### src/rtl/pstat_pkg.sv
package pstat_pkg;

    localparam int WORD_W = 8;
    localparam int COND_W = 5;

    typedef enum logic [1:0] {
        CY_NONE = 2'b00,
        CY_SET  = 2'b01,
        CY_CLR  = 2'b10,
        CY_CPL  = 2'b11
    } carry_op_e;

    typedef enum logic [2:0] {
        BR_Z   = 3'd0,
        BR_NZ  = 3'd1,
        BR_C   = 3'd2,
        BR_NC  = 3'd3,
        BR_S   = 3'd4,
        BR_V   = 3'd5,
        BR_EQ  = 3'd6,
        BR_ALL = 3'd7
    } br_cond_e;

    // Packed MSB first: sup is bit 7, cy is bit 0.
    typedef struct packed {
        logic sup;
        logic ie;
        logic rsv;
        logic eq;
        logic ovf;
        logic sgn;
        logic zero;
        logic cy;
    } pstat_t;

    localparam pstat_t PSTAT_RST = '{sup: 1'b1, default: 1'b0};

    function automatic pstat_t word_to_pstat(input logic [WORD_W-1:0] w);
        pstat_t r;
        r     = pstat_t'(w);
        r.rsv = 1'b0;
        return r;
    endfunction

    function automatic logic carry_after(input carry_op_e op, input logic cur);
        logic r;
        case (op)
            CY_SET:  r = 1'b1;
            CY_CLR:  r = 1'b0;
            CY_CPL:  r = ~cur;
            default: r = cur;
        endcase
        return r;
    endfunction

endpackage

### src/rtl/pstat_priv.sv
module pstat_priv
    import pstat_pkg::*;
(
    input  logic clk,
    input  logic rst,
    input  logic sup_now,
    input  logic ie_wr_en,
    input  logic sup_wr_en,
    input  logic word_load_en,
    output logic ie_ok,
    output logic sup_ok,
    output logic load_ok,
    output logic fault_q
);

    logic any_req;
    logic refused;

    always_comb begin
        any_req = ie_wr_en | sup_wr_en | word_load_en;
        refused = any_req & ~sup_now;
        ie_ok   = ie_wr_en & sup_now;
        sup_ok  = sup_wr_en & sup_now;
        load_ok = word_load_en & sup_now;
    end

    always_ff @(posedge clk) begin
        if (rst) begin
            fault_q <= 1'b0;
        end else begin
            fault_q <= refused;
        end
    end

endmodule

### src/rtl/pstat_cond_next.sv
module pstat_cond_next
    import pstat_pkg::*;
#(
    parameter  int OPND_W = 32,
    localparam int IDX_W  = $clog2(OPND_W)
) (
    input  logic [COND_W-1:0] cur_cond,
    input  logic              alu_upd,
    input  logic [COND_W-1:0] alu_cond,
    input  carry_op_e         carry_op,
    input  logic              bt_en,
    input  logic [OPND_W-1:0] bt_operand,
    input  logic [IDX_W-1:0]  bt_index,
    output logic [COND_W-1:0] cond_nxt
);

    logic [COND_W-1:0] base;
    logic              bt_bit;

    always_comb begin
        bt_bit = bt_operand[bt_index];
        base   = alu_upd ? alu_cond : cur_cond;
        cond_nxt = base;
        // Carry source priority: direct command, then bit test, then ALU.
        if (carry_op != CY_NONE) begin
            cond_nxt[0] = carry_after(carry_op, cur_cond[0]);
        end else if (bt_en) begin
            cond_nxt[0] = bt_bit;
        end
    end

endmodule

### src/rtl/pstat_branch.sv
module pstat_branch
    import pstat_pkg::*;
(
    input  pstat_t    flags,
    input  br_cond_e  sel,
    output logic      taken
);

    always_comb begin
        case (sel)
            BR_Z:    taken = flags.zero;
            BR_NZ:   taken = ~flags.zero;
            BR_C:    taken = flags.cy;
            BR_NC:   taken = ~flags.cy;
            BR_S:    taken = flags.sgn;
            BR_V:    taken = flags.ovf;
            BR_EQ:   taken = flags.eq;
            default: taken = 1'b1;
        endcase
    end

endmodule

### src/rtl/pstat_reg.sv
module pstat_reg
    import pstat_pkg::*;
#(
    parameter  int OPND_W = 32,
    localparam int IDX_W  = $clog2(OPND_W)
) (
    input  logic              clk,
    input  logic              rst,
    input  logic              alu_upd,
    input  logic [4:0]        alu_cond,
    input  logic [1:0]        carry_cmd,
    input  logic              bt_en,
    input  logic [OPND_W-1:0] bt_operand,
    input  logic [IDX_W-1:0]  bt_index,
    input  logic              ie_wr_en,
    input  logic              ie_wr_val,
    input  logic              sup_wr_en,
    input  logic              sup_wr_val,
    input  logic              word_load_en,
    input  logic [7:0]        word_load_val,
    input  logic [2:0]        cond_sel,
    output logic [7:0]        word_q,
    output logic              cond_true,
    output logic              supervisor,
    output logic              priv_fault
);

    pstat_t            state;
    pstat_t            state_nxt;
    logic [COND_W-1:0] cur_cond;
    logic [COND_W-1:0] cond_nxt;
    logic              ie_ok;
    logic              sup_ok;
    logic              load_ok;

    assign cur_cond = {state.eq, state.ovf, state.sgn, state.zero, state.cy};

    pstat_priv u_priv (
        .clk          (clk),
        .rst          (rst),
        .sup_now      (state.sup),
        .ie_wr_en     (ie_wr_en),
        .sup_wr_en    (sup_wr_en),
        .word_load_en (word_load_en),
        .ie_ok        (ie_ok),
        .sup_ok       (sup_ok),
        .load_ok      (load_ok),
        .fault_q      (priv_fault)
    );

    pstat_cond_next #(.OPND_W(OPND_W)) u_cond (
        .cur_cond   (cur_cond),
        .alu_upd    (alu_upd),
        .alu_cond   (alu_cond),
        .carry_op   (carry_op_e'(carry_cmd)),
        .bt_en      (bt_en),
        .bt_operand (bt_operand),
        .bt_index   (bt_index),
        .cond_nxt   (cond_nxt)
    );

    pstat_branch u_br (
        .flags (state),
        .sel   (br_cond_e'(cond_sel)),
        .taken (cond_true)
    );

    always_comb begin
        state_nxt      = state;
        state_nxt.cy   = cond_nxt[0];
        state_nxt.zero = cond_nxt[1];
        state_nxt.sgn  = cond_nxt[2];
        state_nxt.ovf  = cond_nxt[3];
        state_nxt.eq   = cond_nxt[4];
        if (ie_ok) begin
            state_nxt.ie = ie_wr_val;
        end
        if (sup_ok) begin
            state_nxt.sup = sup_wr_val;
        end
        // A permitted whole-word load overrides all other sources.
        if (load_ok) begin
            state_nxt = word_to_pstat(word_load_val);
        end
        state_nxt.rsv = 1'b0;
    end

    always_ff @(posedge clk) begin
        if (rst) begin
            state <= PSTAT_RST;
        end else begin
            state <= state_nxt;
        end
    end

    assign word_q     = state;
    assign supervisor = state.sup;

endmodule

### config.mk
export PLATFORM = sky130hd
export DESIGN_NAME = pstat_reg
export DESIGN_NICKNAME = d
export VERILOG_FILES = /design/src/rtl/pstat_pkg.sv /design/src/rtl/pstat_priv.sv /design/src/rtl/pstat_cond_next.sv /design/src/rtl/pstat_branch.sv /design/src/rtl/pstat_reg.sv
export SDC_FILE = /design/constraint.sdc
export NUM_CORES = 1
export LEC_CHECK = 0
export BUFFER_PORTS_ARGS = -buffer_cell sky130_fd_sc_hd__buf_4
export CAP_MARGIN = 20
export CORE_UTILIZATION = 40
export DETAILED_ROUTE_END_ITERATION = 8
export PLACE_DENSITY = 0.93
export SYNTH_ARGS = -nofsm -noshare
export SYNTH_HDL_FRONTEND = slang
export SYNTH_SLANG_ARGS = --single-unit
### constraint.sdc
create_clock -name clk -period 2.8 [get_ports clk]
set_input_delay 0.56 -clock clk [delete_from_list [all_inputs] [get_ports clk]]
set_output_delay 0.56 -clock clk [all_outputs]
set_load 0.1 [all_outputs]
==> summary.txt <==
Logic synthesis
  • Synthesized area: between 800 and 900 µm²
  • Largest family of logic cells by synthesized area: multiplexers
  • Simple logic cell fraction of the synthesized area: 0.156
  • Register bit total from synthesis: 8
  • Netlist cell types: 34
  • Ys async rst share: 0
  • Synth top area cells: dfxtp_1 18%, mux2i_1 15%, mux4_1 6.1%
  • Number of synthesized flops with an enable pin: 0
  • Post-Synth Adder-Cell Area: 0.0433
  • Post-synth top area share: 0.185
  • Post-synth top area cell: dfxtp_1
  • Most frequent cell after synthesis: mux2i_1
  • Top cells by count, synth: 13 x mux2i_1, 8 x dfxtp_1, 8 x nor2_1
  • Syn Inst Count: 94
  • Mux cell area share after synthesis: 0.289
  • Seq/Total Area, Yosys: 0.185
  • Synth warnings: 0
  • Syn_nets: roughly 160
  • Syn avg cell area: approximately 9.2 µm²
  • Post-synthesis compound-gate area fraction: 0.189
  • Post-Synth XOR/XNOR Area: 0.0101
  • Prevailing post-synth register cell: dfxtp_1

Clock network
  • CTS Sinks: 8
  • TritonCTS buffer count: 3
  • CTS tree: done
  • Post-CTS sizing: 0
  • Root buf cell: clkbuf_4
  • CTS hold repair buffers: 0
  • Worst skew pair latency: around 250 ps
  • H-tree depth: 1
  • Clock transition at the registers of the reported paths: roughly 50 ps
  • Post-CTS Setup Inserts: 0
  • CTS Buffer Depth: 2

Floorplan
  • Die height: about 49 µm
  • I/O pin total: 75
  • Die area: around 0.0024 mm²
  • FP Rows: 16
  • Die W: roughly 49 µm
  • Core ar.: about 0.0020 mm²
  • Initial core utilization: 0.433

Power
  • Sequential power share: 0.268
  • Clock network fraction of total power: 0.170
  • Internal power: between 0.2 and 0.3 mW
  • Sw frac: 0.421
  • Comb pwr share: 0.562
  • VDD IR max: 0.194 mV
  • Switch Pwr: between 0.2 and 0.25 mW
  • P per Cell Area: approximately 360 mW/mm²
  • LEAKAGE: approximately 0.7 nW

Timing
  • Final hold violation count: 0
  • Final setup fails: 0
  • Setup Total Neg Slack: 0 ps
  • Post-route minimum period: about 2000 ps
  • Hold WS: 477 ps
  • RSZ-0062 raised after global routing: no
  • Skew final: about 5.7 ps
  • Max Fclk: a little under 500 MHz
  • Pins over their slew limit: 0
  • Fin crit share: 0.727

Detailed routing
  • First drt pass iteration count: 5
  • Vias: around 1000
  • Post-DRT Antenna Nets: 0
  • Wire per inst: about 12 µm
  • Final wirelength: 2320 µm
  • Vias/cell: approximately 5.3
  • Remaining DRCs: 0
  • Drt initial violations: 8

Critical path
  • CP arrival: approximately 1500 ps
  • Setup Crit Path Kind: in -> out
  • Worst setup path start: cond_sel[0]
  • FF-to-FF End: word_q[0]
  • CP max-delay cell: o311ai_0
  • R2r startpoint: supervisor
  • R2R setup slack: 1640 ps
  • CP bufs+invs: 3
  • CP endpoint kind: primary output
  • Worst R2R Path Depth: 3
  • Crit-path max FO: 3
  • CP peak stage delay: between 400 and 500 ps
  • Delay-heaviest family, CP: compound AO/OA/AOI/OAI gates
  • Most frequent CP cell: buf_4
  • CP cell instances: buf_4 > inv_1 > o311ai_0 > o21ai_2 > buf_4
  • WP data required: approximately 2200 ps
  • Critical Path Start Type: input pin

Global routing
  • First-pass GRT wire length: slightly below 4000 µm
  • Vias in the first global route: ~1000
  • Initial antenna violation count: 0
  • Remaining Overflow, GRT: 0
  • GRT Total Usage: 0.210
  • Largest net degree at the start of global routing: 16

Placed design
  • Placer Congestion: slightly above 0.7
  • DP Wirelength: just over 2000 µm
  • I/O Buffers: just over 70

Min path
  • Min-delay worst type: reg -> reg
  • Hold depth: 2
  • Hold Crit Start: word_q[6]
  • Worst Hold End: word_q[6]

Layout
  • Filler instances: roughly 170
  • Ant diodes: 0
  • Layout Nets: between 200 and 250
  • Layout Area Growth over Synthesis: 59.5%
  • Layout cells sized above 1: 0.503

Status
  • Status: complete, no violations

Job
  • Max Cap Violations: 0
[final cells by class]
| type | instances | area, µm² | area share |
|---|---|---|---|
| Sequential cell | 8 | 160 | 0.116 |
| Inverter | 6 | 22.5 | 0.0163 |
| Multi-Input combinational cell | 72 | 603 | 0.436 |
| Tap cell | 27 | 33.8 | 0.0244 |
| Timing Repair Buffer | 72 | 541 | 0.391 |
| Clock buffer | 3 | 22.5 | 0.0163 |
[routing by layer]
| metal | routed length, µm | global-route usage |
|---|---|---|
| met1 | 853 | 0.203 |
| met4 | 4 | 0.0735 |
| met5 | 0 | 0 |
| met3 | 269 | 0.0597 |
| met2 | 1200 | 0.418 |
[worst min-delay path, cell delays in order, from the launching register on]
cell and delay (ps):
dfxtp_1 310, inv_1 50, a221oi_1 60
[registers in the layout (all words and copies together) (netlist names)]
signal          count
supervisor          1
u_priv.fault_q      1
word_q              6
[worst max path at each step]
stage	endpoint	slack, ps	cells after the start
floorplan	cond_true	80	3
global placement	cond_true	850	5
detailed placement	cond_true	760	5
CTS	cond_true	760	5
global route	cond_true	740	5
finish	cond_true	770	5
[cell usage in the layout, fill, tap and decap left out, drive strengths merged]
cell type and instances:
buf 72, mux2i 13, nor2 8, dfxtp 8, inv 6, o21ai 5, nand2 4, a211oi 4
mux4 4, nor3b 3, nor3 3, ha 3, clkbuf 3, o311ai 2, nand3b 2, mux2 2
nor2b 2, a2111oi 2, a311oi 2, a21oi 2, xnor2 1, a221oi 1, o21bai 1, and2b 1
o2111ai 1, and3b 1, o22a 1, and3 1, a31oi 1, o22ai 1, conb 1
[cells by family after synthesis]
logic type	after synthesis
AOI/OAI and AO/OA	23
and+or+nand+nor	25
other	1
DFF	8
xor gates and xnor gates	1
muxes	19
buffers and inverters	14
adders and majority gates	3
[power by group through the flow]
stage | clock (mW) | combinational, mW | sequential (mW)
floorplan | 0 | 0.116 | 0.208
global placement | 0 | 0.275 | 0.135
detailed placement | 0 | 0.281 | 0.136
CTS | 0.0888 | 0.281 | 0.134
global route | 0.0925 | 0.297 | 0.135
finish | 0.0846 | 0.280 | 0.134
[per-stage QoR]
step	cells	cell area (µm²)	util	setup slack, ps	total power, mW
after floorplan	94	871	-	77.3	0.325
after global placement	185	1360	0.679	848	0.410
after detailed placement	185	1360	0.679	762	0.417
after CTS	188	1380	0.691	761	0.504
after global routing	188	1380	0.691	737	0.524
final	188	1380	0.691	766	0.498
(Power assumes the default switching activity.)
